## src/rtl/refl_gf_pkg.sv

```systemverilog
// Package: shared constants, state encoding and fold tap functions for the
// reflected GF(2^128) multiplier. Assumes 32-bit words in the fold stage.
package refl_gf_pkg;

    localparam int FIELD_W = 128;
    localparam int WORD_W  = 32;
    localparam int PROD_W  = 2 * FIELD_W - 1;
    localparam int WIDE_W  = 2 * FIELD_W;
    localparam int HALF_WD = FIELD_W / WORD_W;

    typedef enum logic [1:0] {
        ST_IDLE = 2'd0,
        ST_MUL  = 2'd1,
        ST_FOLD = 2'd2
    } mul_state_e;

    // Taps that land one word further down (degrees i-128, i-127, i-126, i-121).
    function automatic logic [WORD_W-1:0] tap_far(input logic [WORD_W-1:0] w);
        return w ^ (w >> 1) ^ (w >> 2) ^ (w >> 7);
    endfunction

    // Bits of the same taps that spill into the neighbouring word.
    function automatic logic [WORD_W-1:0] tap_near(input logic [WORD_W-1:0] w);
        return (w << 31) ^ (w << 30) ^ (w << 25);
    endfunction

endpackage

```

## src/rtl/refl_clmul_engine.sv

```systemverilog
// Module: sequential carry-less multiplier. Each step takes the top
// BITS_PER_CYC bits of the multiplier and folds them into a shifting
// accumulator. Assumes BITS_PER_CYC divides W and that load_i and step_i are
// never high together. After W/BITS_PER_CYC steps, prod_o holds a*b.
module refl_clmul_engine #(
    parameter int W            = 128,
    parameter int BITS_PER_CYC = 8
) (
    input  logic             clk,
    input  logic             rst_n,
    input  logic             load_i,
    input  logic             step_i,
    input  logic [W-1:0]     opa_i,
    input  logic [W-1:0]     opb_i,
    output logic [2*W-2:0]   prod_o
);

    localparam int PW = 2 * W - 1;
    localparam int K  = BITS_PER_CYC;

    logic [W-1:0]        mcand_q;
    logic [W-1:0]        mplier_q;
    logic [PW-1:0]       acc_q;
    logic [K:0][PW-1:0]  pp_chain;
    logic [PW-1:0]       mcand_ext;

    assign mcand_ext = {{(W-1){1'b0}}, mcand_q};
    assign pp_chain[0] = '0;

    // Partial products: bit j of the current chunk weighs X^j inside the chunk.
    for (genvar j = 0; j < K; j++) begin : g_pp
        assign pp_chain[j+1] = pp_chain[j]
                             ^ (mplier_q[W-K+j] ? (mcand_ext << j) : '0);
    end

    // Capture operands on load, advance the accumulator one chunk per step.
    always_ff @(posedge clk) begin
        if (!rst_n) begin
            mcand_q  <= '0;
            mplier_q <= '0;
            acc_q    <= '0;
        end else if (load_i) begin
            mcand_q  <= opa_i;
            mplier_q <= opb_i;
            acc_q    <= '0;
        end else if (step_i) begin
            mplier_q <= mplier_q << K;
            acc_q    <= (acc_q << K) ^ pp_chain[K];
        end
    end

    assign prod_o = acc_q;

    AST_LOAD_STEP_EXCL: assert property (@(posedge clk) disable iff (!rst_n)
        !(load_i && step_i));

    AST_LOAD_CLEARS_ACC: assert property (@(posedge clk) disable iff (!rst_n)
        load_i |=> (acc_q == '0));

endmodule

```

## src/rtl/refl_gf_fold.sv

```systemverilog
// Module: combinational realignment and reduction. It shifts the 255-bit
// mirrored product left by one bit into 256 bits. Word 0 holds X^255..X^224,
// and words 0..3 are folded in order into the words below them. The answer
// is words 4..7; the upper words are left as they are and then dropped.
module refl_gf_fold
    import refl_gf_pkg::*;
(
    input  logic [PROD_W-1:0]  prod_i,
    output logic [FIELD_W-1:0] res_o
);

    logic [HALF_WD:0][WIDE_W-1:0] stage;

    assign stage[0] = {prod_i, 1'b0};

    // One stage per high word; later stages see earlier injections.
    for (genvar i = 0; i < HALF_WD; i++) begin : g_fold
        logic [WORD_W-1:0] lw;
        logic [WIDE_W-1:0] far_ext;
        logic [WIDE_W-1:0] near_ext;
        assign lw       = stage[i][WORD_W*i +: WORD_W];
        assign far_ext  = {{(WIDE_W-WORD_W){1'b0}}, tap_far(lw)}  << (WORD_W * (i + HALF_WD));
        assign near_ext = {{(WIDE_W-WORD_W){1'b0}}, tap_near(lw)} << (WORD_W * (i + HALF_WD - 1));
        assign stage[i+1] = stage[i] ^ far_ext ^ near_ext;
    end

    assign res_o = stage[HALF_WD][WIDE_W-1:FIELD_W];

endmodule

```

## src/rtl/refl_gf128_mult.sv

```systemverilog
// Module: top of the reflected GF(2^128) multiplier. It holds the
// start/done control and ties the multiply engine to the fold stage.
// Assumes operands use the reflected byte-natural packing (bit 127 = X^0).
// Latency from the accepting edge to done is W/BITS_PER_CYC + 1 edges.
module refl_gf128_mult
    import refl_gf_pkg::*;
#(
    parameter int BITS_PER_CYC = 8
) (
    input  logic           clk,
    input  logic           rst_n,
    input  logic           start_i,
    input  logic [127:0]   opa_i,
    input  logic [127:0]   opb_i,
    output logic           busy_o,
    output logic           done_o,
    output logic [127:0]   result_o
);

    localparam int STEPS = FIELD_W / BITS_PER_CYC;
    localparam int LAT   = STEPS + 1;
    localparam int CW    = $clog2(STEPS + 1);
    localparam int LW    = $clog2(LAT + 2);

    mul_state_e            state_q;
    logic [CW-1:0]         step_cnt_q;
    logic                  load;
    logic                  step;
    logic [PROD_W-1:0]     prod;
    logic [FIELD_W-1:0]    folded;
    logic [FIELD_W-1:0]    result_q;
    logic                  done_q;

    assign load = (state_q == ST_IDLE) && start_i;
    assign step = (state_q == ST_MUL);

    // Sequence idle -> multiply chunks -> fold -> idle.
    always_ff @(posedge clk) begin
        if (!rst_n) begin
            state_q    <= ST_IDLE;
            step_cnt_q <= '0;
        end else begin
            case (state_q)
                ST_IDLE: if (start_i) begin
                    state_q    <= ST_MUL;
                    step_cnt_q <= '0;
                end
                ST_MUL: begin
                    step_cnt_q <= step_cnt_q + 1'b1;
                    if (step_cnt_q == CW'(STEPS - 1)) state_q <= ST_FOLD;
                end
                ST_FOLD: state_q <= ST_IDLE;
                default: state_q <= ST_IDLE;
            endcase
        end
    end

    // Register the reduced product and the completion pulse.
    always_ff @(posedge clk) begin
        if (!rst_n) begin
            result_q <= '0;
            done_q   <= 1'b0;
        end else begin
            done_q <= (state_q == ST_FOLD);
            if (state_q == ST_FOLD) result_q <= folded;
        end
    end

    refl_clmul_engine #(
        .W            (FIELD_W),
        .BITS_PER_CYC (BITS_PER_CYC)
    ) u_engine (
        .clk    (clk),
        .rst_n  (rst_n),
        .load_i (load),
        .step_i (step),
        .opa_i  (opa_i),
        .opb_i  (opb_i),
        .prod_o (prod)
    );

    refl_gf_fold u_fold (
        .prod_i (prod),
        .res_o  (folded)
    );

    assign busy_o   = (state_q != ST_IDLE);
    assign done_o   = done_q;
    assign result_o = result_q;

    // Latency monitor: counts edges since the last accepted start.
    logic [LW-1:0] lat_cnt_q;
    always_ff @(posedge clk) begin
        if (!rst_n)       lat_cnt_q <= '0;
        else if (load)    lat_cnt_q <= '0;
        else if (busy_o)  lat_cnt_q <= lat_cnt_q + 1'b1;
    end

    AST_FIXED_LATENCY: assert property (@(posedge clk) disable iff (!rst_n)
        done_o |-> (lat_cnt_q == LW'(LAT)));

    AST_DONE_PULSE: assert property (@(posedge clk) disable iff (!rst_n)
        done_o |=> !done_o);

    AST_RESULT_HOLD: assert property (@(posedge clk) disable iff (!rst_n)
        !done_o |-> $stable(result_o));

    AST_NO_START_WHILE_BUSY: assert property (@(posedge clk) disable iff (!rst_n)
        (busy_o && start_i && state_q == ST_MUL) |=> busy_o);

    AST_DONE_ACCEPTS: assert property (@(posedge clk) disable iff (!rst_n)
        (done_o && start_i) |=> busy_o);

endmodule

```

## config.mk

```make
export PLATFORM = sky130hd
export DESIGN_NAME = refl_gf128_mult
export DESIGN_NICKNAME = d
export VERILOG_FILES = /design/src/rtl/refl_gf_pkg.sv /design/src/rtl/refl_clmul_engine.sv /design/src/rtl/refl_gf_fold.sv /design/src/rtl/refl_gf128_mult.sv
export SDC_FILE = /design/constraint.sdc
export NUM_CORES = 2
export LEC_CHECK = 0
export ABC_CLOCK_PERIOD_IN_PS = 2000
export BUFFER_PORTS_ARGS = -buffer_cell sky130_fd_sc_hd__buf_2
export CAP_MARGIN = 5
export CORE_MARGIN = 2
export CORE_UTILIZATION = 55
export CTS_CLUSTER_SIZE = 30
export DETAILED_ROUTE_END_ITERATION = 8
export HOLD_SLACK_MARGIN = 0.06
export PLACE_DENSITY = 0.83
export SYNTH_ARGS = -nofsm -noshare
export SYNTH_HDL_FRONTEND = slang
export SYNTH_HIERARCHICAL = 1
export SYNTH_SLANG_ARGS = --single-unit
```

## constraint.sdc

```tcl
create_clock -name clk -period 2 [get_ports clk]
set_input_delay 0.2 -clock clk [delete_from_list [all_inputs] [get_ports clk]]
set_output_delay 0.2 -clock clk [all_outputs]
set_load 0.01 [all_outputs]
```

==> run_results.csv <==
group,metric,value,unit
global_routing,grt_pass1_wl,220000,µm
synth,synth.area.top_cells,"dfxtp_1 29%, nand2_1 13%, xnor2_1 12%, mux2i_1 8.5%, xnor3_1 6.5%",
clock_network,cts_tree,"done",
flow_run,cap_violations,0,
die,die_x,288,µm
status,violations,"setup timing",
power_and_ir_drop,vdd.ir_drop.worst,729,µV
synth,ys_ff_latch,647,
power_and_ir_drop,powerDensity,663,mW/mm²
route,drc,0,
finish,area_delta_synth_final,19.4,%
route,firstDrtPassIters,7,
global_routing,first_global_vias,39616,
synth,synth_top_area_share,29.3,%
die,core_area,0.0802,mm²
place,pre_cts_slack,0.142,ns
timing,tightest_slew,0.737,ns
finish,layout_common_cells,"1522 x nand2_1, 639 x dfxtp_1, 586 x xnor2_1, 387 x buf_2, 375 x mux2i_1",
timing,fin_setup_tns,-0.0385,ns
route,wl_per_cell,21.1,µm
setup_path,required,2.52,ns
timing,layout_setup_ws,-0.0385,ns
worst_hold_path,holdPathStages,4,
setup_path,max_stage_delay,0.37,ns
clock_network,root_buffer,"clkbuf_16",
synth,synth_area_leader_cell,"dfxtp_1",
setup_path,rr_worst_depth,7,
setup_path,crit_top_cell,"buf_12",
setup_path,reg2reg_from,"state_q[1]$_SDFFE_PN0P_",
place,io_buffer_count,388,
timing,hold_viol_final,0,
die,start_util,55.2,%
timing,drv_slew,0,
setup_path,cp-startpoint,"state_q[1]$_SDFFE_PN0P_",
timing,grt_setup_unrepaired,"false",
synth,yosys_warnings,6,
die,placementRows,104,
global_routing,grt_max_degree,135,
synth,syn_avg_cell_area,8.38,µm²
place,dp.cells,6406,
setup_path,rrSetupSlack,-0.04,ns
setup_path,cp_top_family,"simple AND/OR/NAND/NOR gates",
setup_path,start_kind,"flip-flop",
setup_path,crit_buf_inv,3,
timing,fin_skew,0.0458,ns
clock_network,cts_made_buffers,75,
global_routing,grt_overflow,0,
place,dp_hpwl,88600,µm
finish,drive_gt1_share,11.9,%
route,drtIter0Drc,4654,
clock_network,clock_sinks,647,
worst_hold_path,min_to,"u_engine/mcand_q[93]$_SDFFE_PN0P_",
timing,period_minus_slack,2.04,ns
clock_network,h-tree-depth,3,
synth,synth_area,0.0443,mm²
clock_network,clockBufferDepth,3,
setup_path,crit_type,"flip-flop to flip-flop",
global_routing,antenna_found_initial,8,
die,die_area,0.0828,mm²
die,io_pins,389,
global_routing,grt_usage,33.4,%
timing,slew-limit-headroom,50.5,%
synth,ys_seq_area_share,29.3,%
setup_path,crit_fanout,25,
setup_path,cp_cell_sequence,"or2_2 -> nor2_4 -> buf_12 -> buf_12 -> buf_12 -> mux2i_1 -> nor2b_1",
route,drt-vias-per-instance,5.86,
worst_hold_path,hold_class,"primary input to flip-flop",
synth,ys_types,36,
finish,final_common_cell,"nand2_1",
setup_path,cp.depth,7,
clock_network,worstSkewPairLatency,0.67,ns
power_and_ir_drop,power_leakage,21.0,nW
setup_path,endpoint_kind,"flip-flop",
finish,fin_cells,6813,
timing,setup_viol,1,
route,routed_wl,144000,µm
route,vias,39895,
timing,fmax,491,MHz
timing,period_share,102,%
route,final_antenna_net_count,0,
die,fp.dieH,288,µm
place,globalplace.congestion,0.904,
status,status,"finished with violations",
setup_path,reg2reg_to,"u_engine/mcand_q[66]$_SDFFE_PN0P_",
finish,nets,5947,
worst_hold_path,min-delay-start,"opa_i[93]",
setup_path,arrival,2.56,ns
setup_path,crit_path_top_delay_cell,"nor2b_1",
synth,syn-instance-count,5283,
synth,synth_fp_nets,5544,
clock_network,clkTransAtPathRegs,0.07,ns
-- repair_timing --
item                                    4_1_cts  5_1_grt
endpoints found under the setup margin        0       10
endpoints found under the hold margin       263        0
setup buffers                                 0        4
resized for setup                             0        3
hold buffers                                258        0
-- cells in the mapped netlist (all sizes together) --
| cell type | count |
|---|---|
| nand2 | 1523 |
| dfxtp | 647 |
| xnor2 | 588 |
| mux2i | 376 |
| clkbuf | 278 |
| xor2 | 262 |
| nor2 | 260 |
| buf | 192 |
| nor2b | 138 |
| a21oi | 130 |
| xnor3 | 128 |
| nand3 | 125 |
| nand3b | 121 |
| and2 | 120 |
| o211ai | 120 |
| o21ai | 120 |
| xor3 | 120 |
| a22oi | 9 |
| a211oi | 8 |
| nand2b | 4 |
| inv | 3 |
| and3 | 2 |
| ha | 2 |
| a31oi | 1 |
| and2b | 1 |
| nand4 | 1 |
| nor3b | 1 |
| o21bai | 1 |
| or2 | 1 |
| or4 | 1 |
-- metal layers --
layer	track usage, %	up-vias	wire (µm)
met1	40.4	18862	52700
met3	6.66	695	14100
met4	20.6	2	9250
li1	-	17771	-
met5	0	-	10
met2	54.9	2565	67800
-- where the power goes --
group / internal, mW / switching, mW / leakage (nW) / total, mW
clock network: 8.72 / 6.30 / 1.30 / 15.0
registers: 13.3 / 0.870 / 5.26 / 14.2
logic: 2.83 / 3.00 / 14.5 / 5.83
total: 24.8 / 10.2 / 21.0 / 35.0
-- state kept, by name (all words and copies together) (netlist names) --
name / flops
result_o: 128
u_engine/mcand_q: 128
done_o: 1
step_cnt_q: 5
u_engine/prod_o: 255
state_q: 2
u_engine/mplier_q: 128
-- cell type report --
cell class              count  area, µm²
well taps                1060       1330
inverters                   3       13.8
fillers                  5906      27300
diodes                      8       20.0
clock inverters            32        563
flip-flops and latches    647      13000
repair buffers            796       6550
multi-input cells        4163      29300
clock buffers             104       2150
-- worst max-delay path by stage --
stage / slack (ns) / to
global route: 0.01 / u_engine/prod_o[58]$_SDFFE_PP0P_
CTS: 0.02 / u_engine/mcand_q[62]$_SDFFE_PN0P_
global placement: 0.19 / u_engine/mcand_q[62]$_SDFFE_PN0P_
detailed placement: 0.14 / u_engine/mcand_q[64]$_SDFFE_PN0P_
finish: -0.04 / u_engine/mcand_q[66]$_SDFFE_PN0P_
floorplan: -0.03 / u_engine/prod_o[118]$_SDFFE_PP0P_
-- cell families (layout without fill, tap and decap cells) --
family	Yosys count	after routing	synth area share (%)
buffers and inverters	473	935	4.79
muxes	376	376	8.50
xor gates and xnor gates	1098	1098	29.8
adders and majority gates	2	2	0.0565
other	0	8	0
and+or+nand+nor	2298	2298	22.4
AOI/OAI and AO/OA	389	389	5.18
DFF	647	647	29.3
-- metrics by stage --
| stage | instance area, µm² | power (mW) | utilization, % | hold slack [ns] |
|---|---|---|---|---|
| finish | 52800 | 35.0 | 65.9 | 0.355 |
| global route | 52800 | 36.0 | 65.9 | 0.360 |
| detailed placement | 47400 | 19.5 | 59.2 | 0.443 |
| floorplan | 44300 | 17.7 | - | 0.341 |
| global placement | 47400 | 19.4 | 59.2 | 0.440 |
| CTS | 52700 | 34.7 | 65.8 | 0.311 |
-- tightest hold or removal path: cells and delay by family --
kind | cells | cell delay, ns
simple gates | 1 | 0.09
buf+inv | 2 | 0.62
mux | 1 | 0.05
No activity file was read; power rests on OpenSTA's default activity.
